==> config.mk <==
export PLATFORM = sky130hd
export DESIGN_NAME = oc_channel
export DESIGN_NICKNAME = d
export VERILOG_FILES = /design/src/rtl/oc_channel.sv
export SDC_FILE = /design/constraint.sdc
export NUM_CORES = 1
export LEC_CHECK = 0
export BUFFER_PORTS_ARGS = -buffer_cell sky130_fd_sc_hd__buf_4
export CORE_UTILIZATION = 49
export DETAILED_ROUTE_END_ITERATION = 6
export PLACE_DENSITY = 0.85
export RECOVER_POWER = 25
export SLEW_MARGIN = 20
export SYNTH_ARGS = -nofsm -noshare
export SYNTH_HDL_FRONTEND = slang
export SYNTH_SLANG_ARGS = --single-unit
==> constraint.sdc <==
create_clock -name clk -period 1.3 [get_ports clk]
set_input_delay 0.195 -clock clk [delete_from_list [all_inputs] [get_ports clk]]
set_output_delay 0.195 -clock clk [all_outputs]
set_load 0.02 [all_outputs]
==> src/rtl/oc_channel.sv <==
module oc_channel #(
  parameter int CW = 16,
  parameter int BW = 8
) (
  input  logic          clk,
  input  logic          rst_n,
  input  logic          tick,
  input  logic [CW-1:0] count,
  input  logic          wr_hi,
  input  logic          wr_lo,
  input  logic [BW-1:0] wr_data,
  input  logic          cmp_mode,
  input  logic [1:0]    act_code,
  input  logic          irq_en,
  input  logic          flag_clr,
  output logic          pin_out,
  output logic          pin_oe,
  output logic          evt_flag,
  output logic          irq
);

  localparam int HW = CW - BW;

  logic [HW-1:0] hi_hold;
  logic [CW-1:0] cmp_q;
  logic          pin_q;
  logic          flag_q;
  logic          hit;

  assign hit = cmp_mode && tick && (count == cmp_q);

  always_ff @(posedge clk or negedge rst_n) begin
    if (!rst_n) begin
      hi_hold <= '0;
      cmp_q   <= '0;
    end else begin
      if (wr_hi) hi_hold <= wr_data[HW-1:0];
      if (wr_lo) cmp_q   <= {hi_hold, wr_data};
    end
  end

  always_ff @(posedge clk or negedge rst_n) begin
    if (!rst_n) begin
      pin_q <= 1'b0;
    end else if (hit) begin
      case (act_code)
        2'b01:   pin_q <= ~pin_q;
        2'b10:   pin_q <= 1'b0;
        2'b11:   pin_q <= 1'b1;
        default: pin_q <= pin_q;
      endcase
    end
  end

  always_ff @(posedge clk or negedge rst_n) begin
    if (!rst_n)        flag_q <= 1'b0;
    else if (hit)      flag_q <= 1'b1;
    else if (flag_clr) flag_q <= 1'b0;
  end

  assign pin_out  = pin_q;
  assign pin_oe   = cmp_mode && (act_code != 2'b00);
  assign evt_flag = flag_q;
  assign irq      = flag_q && irq_en;

endmodule

==> results.md <==
- Status: finished, violations left
- Failing checks: setup timing
- Share of cells above drive strength 1: ~55%
- Cells on Worst Hold Path: 2
- Grt ovf: 0
- Fillers: 173
- I/O pin count: 38
- Top-count cell post-synth: dfrtp_1
- Drt pass-1 iters: 2
- RSZ-0062 raised after global routing: true
- Worst setup margin: -0.0721 ns
- Initial DRC Count: 2
- Slew headroom: around three fifths
- Post-synth cell types: 16
- Largest net degree at the start of global routing: 27
- Overall Global Routing Usage: a little under a fifth
- Chip height: around 51 µm
- Worst-Skew Late Latency: between 0.3 and 0.4 ns
- Pwr/cell area: 1070 mW/mm²
- Clock tree root driver cell: clkbuf_4
- Detailed Place HPWL: ~1.7 mm
- Post-Syn Instances: slightly below 90
- CTS tree: yes
- Area Growth Syn to Fin: 30.3%
- Routed wire length: 2.18 mm
- Synth warn: 0
- Post-synth EDFFs: 0
- Top routing layer in use: met3
- Worst Path Buf+Inv: 0
- Largest cells by area after synthesis: dfrtp_1 55%, mux2_2 23%, xnor2_1 12%
- # rows: 17
- Crit Path Max Fanout: 2
- WP data required: ~1.5 ns
- CTS clk-pin slew, worst paths: approximately 0.14 ns
- Hold WC Path Type: input pin to flip-flop
- Hold WS: around 0.026 ns
- Predominant post-synthesis flop cell: dfrtp_1
- Routed wl met3: ~110 µm
- Port Buffers: 37
- WL met2: about 1.2 mm
- Largest area contributor in the netlist: dfrtp_1
- Syn_nets: between 100 and 150
- Die X: approximately 50 µm
- Final period utilization: 106%
- Worst Setup Path Type: flip-flop to flip-flop
- Vias: between 700 and 800
- Critical-path top delay cell: dfrtp_1
- DRT antenna net count: 0
- CP max stage delay: about 0.41 ns
- Final #Nets: between 150 and 200
- Final Skew: roughly 0.012 ns
- H-tree Lvls: 1
- Routed vias/inst: a little over 5
- WP depth: 5
- Yosys reg bits: 26
- VDD IR-drop max: 0.000853 V
- Mapped cell area: 0.00119 mm²
- Final hold violations: 0
- Wire per inst: between 10 and 15 µm
- Initial Utilization: around 53%
- Final min period: approximately 1.4 ns
- Critical-path cell list: xnor2_1 -> nand4_1 -> nor3_2 -> mux2i_1 -> nand2_1
- Leakage: 0.682 nW
- Largest delay share family, worst path: simple AND/OR/NAND/NOR gates
- Final setup viols: 2
- Placed insts: 149
- Maxcap violations: 0
- Top cells by count, synth: 26 x dfrtp_1, 24 x mux2_2, 16 x xnor2_1
- DR DRC count: 0
- Gpl congestion: slightly above 0.7
- Antenna diodes: 0
- Initial antenna violation count: 0
- Total chip power: between 0.0015 and 0.002 W
- CP endpoint kind: flip-flop
- Clock buffer depth: 2
- Mean Syn Cell Area: about 14 µm²
- Number of global-route vias before repair: around 860
- CTS Buf Count: 3
- FMAX: between 700 and 800 MHz
- Max-slew violation count: 0
- Non-filler cells, final: approximately 160
- Worst reg-to-reg path cell count: 5
- Worst setup SP type: flip-flop
- Worst Tran Pin Value: around 0.63 ns
- Area of the core: 0.00225 mm²
- Total Die Area: between 0.002 and 0.003 mm²
- Critical Path AT: ~1.6 ns
- Share of flip-flops with an asynchronous set or reset: 100%
- Sequential area share after synthesis: between 50% and 60%
- Synth top area share: about 55%
- Clock Sinks: 26
- Wire length on met1: between 800 and 900 µm
- First-pass GRT wire length: about 3.7 mm
-- repair_timing --
| item | 4_1_cts | 5_1_grt |
|---|---|---|
| hold buffers | 1 | 0 |
| endpoints found under the setup margin | 1 | 2 |
| resized for setup | 2 | 2 |
| cloned | 0 | 0 |
| setup buffers | 1 | 0 |
| hold endpoints to repair | 26 | 0 |
| pin swaps | 5 | 0 |
-- state kept, by name (all words and copies together) (netlist names) --
name      cells
evt_flag      1
pin_out       1
hi_hold       8
cmp_q        16
-- per-layer routing --
| metal | vias to the layer above | global-route usage, % |
|---|---|---|
| li1 | 381 | - |
| met1 | 384 | 21.6 |
| met2 | 24 | 36.6 |
| met3 | 0 | 2.98 |
| met4 | 0 | 5.41 |
| met5 | - | 0 |
-- through the flow --
stage          util, %  setup WS, ns  cell area, µm²  TNS (ns)
6_report          68.8       -0.0721            1550   -0.0888
5_1_grt           68.8        -0.155            1550    -0.248
4_1_cts           68.5       -0.0737            1550    -0.101
3_5_place_dp      66.0       -0.0751            1490   -0.0751
3_3_place_gp      66.0       -0.0122            1490   -0.0122
2_1_floorplan        -         0.110            1190         0
-- layout make-up --
cell class | count | area, µm² | share of cell area (%)
clock buffers | 4 | 36.3 | 2.34
repair buffers | 39 | 293 | 18.9
inverters | 1 | 3.75 | 0.242
flip-flops and latches | 26 | 651 | 41.9
well taps | 28 | 35.0 | 2.26
multi-input cells | 57 | 533 | 34.4
-- final timing paths --
kind	start	end	slack (ns)
setup / recovery	cmp_q[3]	pin_out	-0.07
hold / removal	flag_clr	evt_flag	0.03
setup reg to reg	cmp_q[3]	pin_out	-0.07
hold reg to reg	hi_hold[1]	hi_hold[1]	0.52
max in group asynchronous	rst_n	hi_hold[5]	0.47
min in group asynchronous	rst_n	cmp_q[0]	0.41
-- report_power, final --
group	leakage (nW)	switching, W	internal (W)
clock network	0.0210	0.000220	0.000171
registers	0.304	0.0000542	0.000895
logic	0.357	0.000113	0.000203
total	0.682	0.000387	0.00127
-- cell families (layout without fill, tap and decap cells) --
logic type,Yosys count,in the layout,synth area share [%]
xor gates and xnor gates,16,16,11.8
muxes,25,25,23.5
and+or+nand+nor,14,14,7.35
buffers and inverters,4,44,1.57
AOI/OAI and AO/OA,2,2,1.16
DFF,26,26,54.6
-- cell usage in the layout (no fill, tap or decap) --
cell type / synthesis / layout
and2_1: 2 / 2
buf_4: 0 / 37
clkbuf_2: 0 / 1
clkbuf_4: 0 / 3
clkbuf_8: 0 / 1
dfrtp_1: 26 / 26
dlygate4sd3_1: 0 / 1
inv_1: 1 / 1
mux2_2: 24 / 24
mux2i_1: 1 / 1
nand2_1: 2 / 1
nand2_4: 0 / 1
nand3_1: 2 / 2
nand4_1: 3 / 3
nor2_1: 2 / 2
nor2b_1: 1 / 1
nor3_2: 1 / 1
nor4b_2: 1 / 1
o21ai_2: 0 / 1
o41ai_1: 1 / 1
xnor2_1: 16 / 16
-- worst reg2reg max path, cell delays in order (launching register included) --
cell and delay (ns):
dfrtp_1 0.41, xnor2_1 0.16, nand4_1 0.14, nor3_2 0.29, mux2i_1 0.22, nand2_1 0.06
Note: power is estimated with default switching activity, not from simulation.
